File: src/rtl/irc_pkg.sv
package irc_pkg;
  localparam int LINES = 8;
  localparam int LW    = $clog2(LINES);

  typedef enum logic [1:0] {
    SEQ_RUN  = 2'd0,
    SEQ_BASE = 2'd1,
    SEQ_CFG  = 2'd2,
    SEQ_OPT  = 2'd3
  } seq_state_e;
endpackage

File: src/rtl/irc_prio_pick.sv
module irc_prio_pick #(
  parameter int N  = 8,
  localparam int LW = $clog2(N)
) (
  input  logic [N-1:0]  req_i,
  input  logic [LW-1:0] base_i,
  output logic          found_o,
  output logic [LW-1:0] idx_o,
  output logic [N-1:0]  onehot_o
);
  logic [N-1:0]  rot;
  logic [LW-1:0] off;

  // rot[k] is the line k steps above base
  always_comb begin
    for (int k = 0; k < N; k++) rot[k] = req_i[(k + int'(base_i)) % N];
    found_o = 1'b0;
    off     = '0;
    for (int k = N - 1; k >= 0; k--) begin
      if (rot[k]) begin
        found_o = 1'b1;
        off     = LW'(k);
      end
    end
    idx_o    = LW'((int'(off) + int'(base_i)) % N);
    onehot_o = found_o ? (N'(1) << idx_o) : '0;
  end
endmodule

File: src/rtl/irc_init_seq.sv
module irc_init_seq
  import irc_pkg::*;
#(
  parameter int DW = 8
) (
  input  logic          clk_i,
  input  logic          rst_ni,
  input  logic          init_w_i,
  input  logic          data_w_i,
  input  logic [DW-1:0] wdata_i,
  output logic          run_o,
  output logic [DW-1:0] vec_base_o,
  output logic          nested_o,
  output logic          aeoi_o
);
  localparam logic [DW-1:0] BASE_MASK = ~DW'(LINES - 1);

  seq_state_e st_q;
  logic       opt_q;

  always_ff @(posedge clk_i or negedge rst_ni) begin
    if (!rst_ni) begin
      st_q       <= SEQ_RUN;
      opt_q      <= 1'b0;
      vec_base_o <= '0;
      nested_o   <= 1'b0;
      aeoi_o     <= 1'b0;
    end else if (init_w_i) begin
      st_q       <= SEQ_BASE;
      opt_q      <= wdata_i[0];
      vec_base_o <= '0;
      nested_o   <= 1'b0;
      aeoi_o     <= 1'b0;
    end else if (data_w_i) begin
      unique case (st_q)
        SEQ_BASE: begin
          vec_base_o <= wdata_i & BASE_MASK;
          st_q       <= SEQ_CFG;
        end
        SEQ_CFG: st_q <= opt_q ? SEQ_OPT : SEQ_RUN;
        SEQ_OPT: begin
          nested_o <= wdata_i[4];
          aeoi_o   <= wdata_i[1];
          st_q     <= SEQ_RUN;
        end
        default: ;
      endcase
    end
  end

  assign run_o = (st_q == SEQ_RUN);
endmodule

File: src/rtl/irc_ocw_dec.sv
module irc_ocw_dec
  import irc_pkg::*;
#(
  parameter int DW = 8
) (
  input  logic             cmd_w_i,
  input  logic [DW-1:0]    wdata_i,
  input  logic [LINES-1:0] isr_i,
  input  logic [LW-1:0]    rot_base_i,
  output logic [LINES-1:0] isr_clr_o,
  output logic             rot_ld_o,
  output logic [LW-1:0]    rot_val_o,
  output logic             raeoi_ld_o
);
  logic             hp_found;
  logic [LW-1:0]    hp_idx;
  logic [LINES-1:0] hp_onehot;
  logic [2:0]       cmd;
  logic [LW-1:0]    line;

  irc_prio_pick #(.N(LINES)) i_pick (
    .req_i    (isr_i),
    .base_i   (rot_base_i),
    .found_o  (hp_found),
    .idx_o    (hp_idx),
    .onehot_o (hp_onehot)
  );

  assign cmd  = wdata_i[7:5];
  assign line = wdata_i[LW-1:0];

  always_comb begin
    isr_clr_o  = '0;
    rot_ld_o   = 1'b0;
    rot_val_o  = '0;
    raeoi_ld_o = 1'b0;
    if (cmd_w_i) begin
      unique case (cmd)
        3'd0, 3'd4: raeoi_ld_o = 1'b1;
        3'd1: isr_clr_o = hp_onehot;
        3'd5: begin
          isr_clr_o = hp_onehot;
          rot_ld_o  = hp_found;
          rot_val_o = hp_idx + LW'(1);
        end
        3'd3: isr_clr_o = LINES'(1) << line;
        3'd6: begin
          rot_ld_o  = 1'b1;
          rot_val_o = line + LW'(1);
        end
        3'd7: begin
          isr_clr_o = LINES'(1) << line;
          rot_ld_o  = 1'b1;
          rot_val_o = line + LW'(1);
        end
        default: ;
      endcase
    end
  end
endmodule

File: src/rtl/irc_cmd_port.sv
module irc_cmd_port
  import irc_pkg::*;
#(
  parameter int DW = 8
) (
  input  logic             clk_i,
  input  logic             rst_ni,
  input  logic             a0_i,
  input  logic             wr_i,
  input  logic             rd_i,
  input  logic [DW-1:0]    wdata_i,
  input  logic [LINES-1:0] irr_i,
  input  logic [LINES-1:0] isr_i,
  input  logic [LW-1:0]    cand_line_i,
  input  logic             cand_valid_i,
  output logic [DW-1:0]    rdata_o,
  output logic             init_o,
  output logic [LINES-1:0] mask_o,
  output logic [DW-1:0]    vec_base_o,
  output logic [LW-1:0]    rot_base_o,
  output logic             rsel_o,
  output logic             poll_o,
  output logic             smm_o,
  output logic             aeoi_o,
  output logic             rot_aeoi_o,
  output logic             nested_o,
  output logic [LINES-1:0] isr_clr_o,
  output logic [LINES-1:0] irr_clr_o
);
  localparam logic [DW-1:0] NO_CAND = DW'(LINES - 1);

  logic             init_w, mode_w, cmd_w, data_w, run;
  logic             poll_rd, poll_hit;
  logic [LINES-1:0] ocw_clr, poll_clr;
  logic             rot_ld, raeoi_ld;
  logic [LW-1:0]    rot_val;

  assign init_w   = wr_i & ~a0_i & wdata_i[4];
  assign mode_w   = wr_i & ~a0_i & ~wdata_i[4] & wdata_i[3];
  assign cmd_w    = wr_i & ~a0_i & ~wdata_i[4] & ~wdata_i[3];
  assign data_w   = wr_i & a0_i;
  assign poll_rd  = rd_i & poll_o;
  assign poll_hit = poll_rd & cand_valid_i;
  assign poll_clr = poll_hit ? (LINES'(1) << cand_line_i) : '0;

  irc_init_seq #(.DW(DW)) i_seq (
    .clk_i      (clk_i),
    .rst_ni     (rst_ni),
    .init_w_i   (init_w),
    .data_w_i   (data_w),
    .wdata_i    (wdata_i),
    .run_o      (run),
    .vec_base_o (vec_base_o),
    .nested_o   (nested_o),
    .aeoi_o     (aeoi_o)
  );

  irc_ocw_dec #(.DW(DW)) i_ocw (
    .cmd_w_i    (cmd_w),
    .wdata_i    (wdata_i),
    .isr_i      (isr_i),
    .rot_base_i (rot_base_o),
    .isr_clr_o  (ocw_clr),
    .rot_ld_o   (rot_ld),
    .rot_val_o  (rot_val),
    .raeoi_ld_o (raeoi_ld)
  );

  always_ff @(posedge clk_i or negedge rst_ni) begin
    if (!rst_ni) begin
      mask_o     <= '0;
      rot_base_o <= '0;
      rsel_o     <= 1'b0;
      poll_o     <= 1'b0;
      smm_o      <= 1'b0;
      rot_aeoi_o <= 1'b0;
    end else if (init_w) begin
      mask_o     <= '0;
      rot_base_o <= '0;
      rsel_o     <= 1'b0;
      poll_o     <= 1'b0;
      smm_o      <= 1'b0;
      rot_aeoi_o <= 1'b0;
    end else begin
      if (data_w && run) mask_o <= wdata_i[LINES-1:0];
      if (rot_ld)        rot_base_o <= rot_val;
      if (raeoi_ld)      rot_aeoi_o <= wdata_i[7];
      if (mode_w) begin
        if (wdata_i[2]) poll_o <= 1'b1;
        if (wdata_i[1]) rsel_o <= wdata_i[0];
        if (wdata_i[6]) smm_o  <= wdata_i[5];
      end
      if (poll_rd) poll_o <= 1'b0;
    end
  end

  always_comb begin
    if (poll_o)    rdata_o = poll_hit ? DW'(cand_line_i) : NO_CAND;
    else if (a0_i) rdata_o = DW'(mask_o);
    else if (rsel_o) rdata_o = DW'(isr_i);
    else           rdata_o = DW'(irr_i);
  end

  assign init_o    = init_w;
  assign isr_clr_o = ocw_clr | poll_clr;
  assign irr_clr_o = poll_clr;
endmodule

File: config.mk
export PLATFORM = sky130hd
export DESIGN_NAME = irc_cmd_port
export DESIGN_NICKNAME = d
export VERILOG_FILES = /design/src/rtl/irc_pkg.sv /design/src/rtl/irc_prio_pick.sv /design/src/rtl/irc_init_seq.sv /design/src/rtl/irc_ocw_dec.sv /design/src/rtl/irc_cmd_port.sv
export SDC_FILE = /design/constraint.sdc
export NUM_CORES = 1
export LEC_CHECK = 0
export BUFFER_PORTS_ARGS = -buffer_cell sky130_fd_sc_hd__buf_2
export CORE_MARGIN = 3
export CORE_UTILIZATION = 24
export CTS_CLUSTER_DIAMETER = 100
export CTS_CLUSTER_SIZE = 28
export DETAILED_ROUTE_END_ITERATION = 7
export GPL_ROUTABILITY_DRIVEN = 0
export PLACE_DENSITY = 0.45
export RECOVER_POWER = 50
export SYNTH_ARGS = -nofsm -noshare
export SYNTH_HDL_FRONTEND = slang
export SYNTH_HIERARCHICAL = 1
export SYNTH_SLANG_ARGS = --single-unit
File: constraint.sdc
create_clock -name clk_i -period 5.2 [get_ports clk_i]
set_input_delay 0.78 -clock clk_i [delete_from_list [all_inputs] [get_ports clk_i]]
set_output_delay 0.78 -clock clk_i [all_outputs]
set_load 0.02 [all_outputs]
==> out/qor.txt <==
Die W: 116 µm
Most used DFF post-synth: dfrtp_1
Yosys warnings: 6
Max clock buf depth: 2
max incr delay on CP: 490 ps
Pleak: 1.54 nW
Die ar.: 13400 µm²
# Max-Cap Violations: 0
synth unique cells: 66
CTS tree: done
sequential element share of the synthesized area: 21.7%
Synth Register Bits: 25
power per cell area: 239 nW/µm²
DRC: 0
post-DR wirelength/cell: 16.1 µm
routed vias/inst: 5.06
Total Neg Setup Slack: 0 ps
net switching power: 0.000350 W
most frequent CP cell: a21oi_1
Clock transition at path regs: 60 ps
Rows: 39
Die Ht: 116 µm
root buf cell: clkbuf_16
Final Hold Fails: 0
Peak Freq: 0.201 GHz
sw frac: 41.3%
final worst path period share: 95.9%
clk sink count: 25
Clock Skew: 5.43 ps
placed cells: 524
min cycle time layout: 4990 ps
Top Ports: 83
GR Overflow Total: 0
initial antenna violation count: 0
Worst-Margin Slew: 1400 ps
Slew Viols, Final: 0
worst vdd ir: 0.180 mV
first-pass GRT wire length: 13600 µm
CP arrival: 4210 ps
Buf+Inv Stages, Crit Path: 4
peak fanout along the critical path: 9
vias in the first global route: 2574
Hold Crit Class: register to register
Avg Cell Area, Syn: 9.42 µm²
crit start category: input pin
Initial Util: 24.9%
Relative slew margins: 6.78%
layout net count: 431
Worst Setup End Kind: output port
total CTS buffers: 3
Combinational Power Share: 44.8%
DRT iter0 DRCs: 121
P_int: 0.000497 W
Port Buffers: 79
DRT Pass-1 Iters: 4
clk_lat worst skew: 250 ps
Tot GR Track Use: 12.3%
EDFF count, synth: 0
CP max-delay cell: mux4_2
setup slack after layout: 214 ps
Worst path top cell family by delay: multiplexers
cells after synthesis: 306
Post-DRT Antenna Nets: 0
Cell Area, Synth: 2880 µm²
# diodes: 0
Area Overhead vs Synth: 23.0%
Non-Filler Instances: 531
outcome: completed
Fin Hold WS: 519 ps
Async SR Flop Fraction: 100%
crit-path cells: buf_2 -> mux2_4 -> mux4_2 -> a21oi_1 -> a21oi_1 -> a311oi_1 -> ha_1 -> inv_1 -> fa_2 -> buf_4 -> nor2_1 -> mux2i_1 -> and2_2 -> nor4b_4 -> nand2_1 -> a21oi_1 -> or2_2 -> buf_2
Vias: 2686
Post-DP HPWL: 6630 µm
maximum number of pins on one net before global-route repair: 26
worst endpoint required time: 4420 ps
Setup CP Type: input pin to output port
setup slack after placement: 129 ps
share of cells above drive strength 1: 33.0%
H-tree depth: 1
Final setup viols: 0
CORE AREA: 11600 µm²
sequential power share: 35.4%
Clk network pwr share: 19.8%
DRT Wirelength: 8550 µm
-- cells in the final DEF, fill, tap and decap left out, types with 7 or more instances in the layout --
| cell | instances |
|---|---|
| nand3_1 | 11 |
| nor2_1 | 34 |
| mux4_1 | 7 |
| inv_1 | 11 |
| a21oi_1 | 20 |
| nand2_1 | 23 |
| mux2_2 | 14 |
| buf_4 | 12 |
| ha_1 | 8 |
| buf_2 | 59 |
| clkbuf_1 | 21 |
| mux2i_1 | 22 |
| dfrtp_1 | 24 |
| mux2_1 | 7 |
-- cells in the mapped netlist, drive strengths merged (8+ instances only) --
master,number,share of area [%]
inv,14,1.8
mux2,23,9.2
mux2i,22,7.6
nand2,23,3.0
nand3,11,1.9
a21oi,20,3.5
o21ai,12,2.2
dfrtp,25,22
ha,8,3.5
or2,8,1.7
nor2,37,4.9
mux4,13,11
buf,13,3.9
-- registers in the layout, indices dropped and copies added, names as in the netlist --
| signal | cells |
|---|---|
| i_seq/aeoi_o | 1 |
| smm_o | 1 |
| rsel_o | 1 |
| poll_o | 1 |
| i_seq/st_q | 2 |
| rot_aeoi_o | 1 |
| mask_o | 8 |
| i_seq/vec_base_o | 5 |
| i_seq/nested_o | 1 |
| i_seq/opt_q | 1 |
| rot_base_o | 3 |
-- power groups by stage --
| stage | Clock, W | Combinational (W) | Sequential (W) |
|---|---|---|---|
| detailed placement | 0 | 0.000391 | 0.000300 |
| finish | 0.000167 | 0.000380 | 0.000300 |
| floorplan | 0 | 0.000206 | 0.000347 |
| global route | 0.000181 | 0.000422 | 0.000310 |
| global placement | 0 | 0.000389 | 0.000303 |
| CTS | 0.000173 | 0.000391 | 0.000299 |
-- logic make-up after synthesis --
logic type / synth area share (%)
other: 0.130
DFF: 21.7
adders and majority gates: 4.17
buffers and inverters: 6.86
AOI/OAI and AO/OA: 14.7
xor gates and xnor gates: 1.22
muxes: 28.3
and+or+nand+nor: 22.9
-- layout make-up --
type                    instances  area [µm²]
clock buffers                   4        78.8
fillers                      1234        8020
inverters                      14        55.1
multi-input cells             253        2140
flip-flops and latches         25         627
well taps                     143         179
repair buffers                 92         472
-- what timing repair did --
item | CTS | global route
endpoints found under the setup margin | 3 | 8
resized for setup | 0 | 22
pin swaps | 1 | 3
gates cloned | 0 | 0
hold buffers | 0 | 0
setup buffers | 0 | 3
-- layer usage --
| layer | track usage, % | wire length (µm) |
|---|---|---|
| met5 | 0 | 0 |
| met4 | 2.11 | 121 |
| met3 | 0.992 | 324 |
| met2 | 20.3 | 4130 |
| met1 | 17.9 | 3970 |
-- per-stage QoR --
| step | utilization, % | instance area (µm²) | total power (W) |
|---|---|---|---|
| after global placement | 29.4 | 3400 | 0.000691 |
| after CTS | 30.1 | 3480 | 0.000863 |
| final | 30.7 | 3550 | 0.000847 |
| after floorplan | - | 2890 | 0.000553 |
| after global routing | 30.7 | 3550 | 0.000913 |
| after detailed placement | 29.4 | 3400 | 0.000691 |
-- worst paths after layout --
| kind | start | to | slack (ps) | cells past startpoint |
|---|---|---|---|---|
| setup / recovery | isr_i[2] | isr_clr_o[7] | 210 | 18 |
| hold / removal | i_seq/opt_q | i_seq/opt_q | 520 | 1 |
| setup reg to reg | rot_base_o[2] | rot_base_o[2] | 1120 | 15 |
| hold reg to reg | i_seq/opt_q | i_seq/opt_q | 520 | 1 |
| max in group asynchronous | rst_ni | rot_base_o[0] | 3440 | 1 |
| min in group asynchronous | rst_ni | i_seq/vec_base_o[7] | 840 | 1 |
Power figures use the tool's default switching activity.
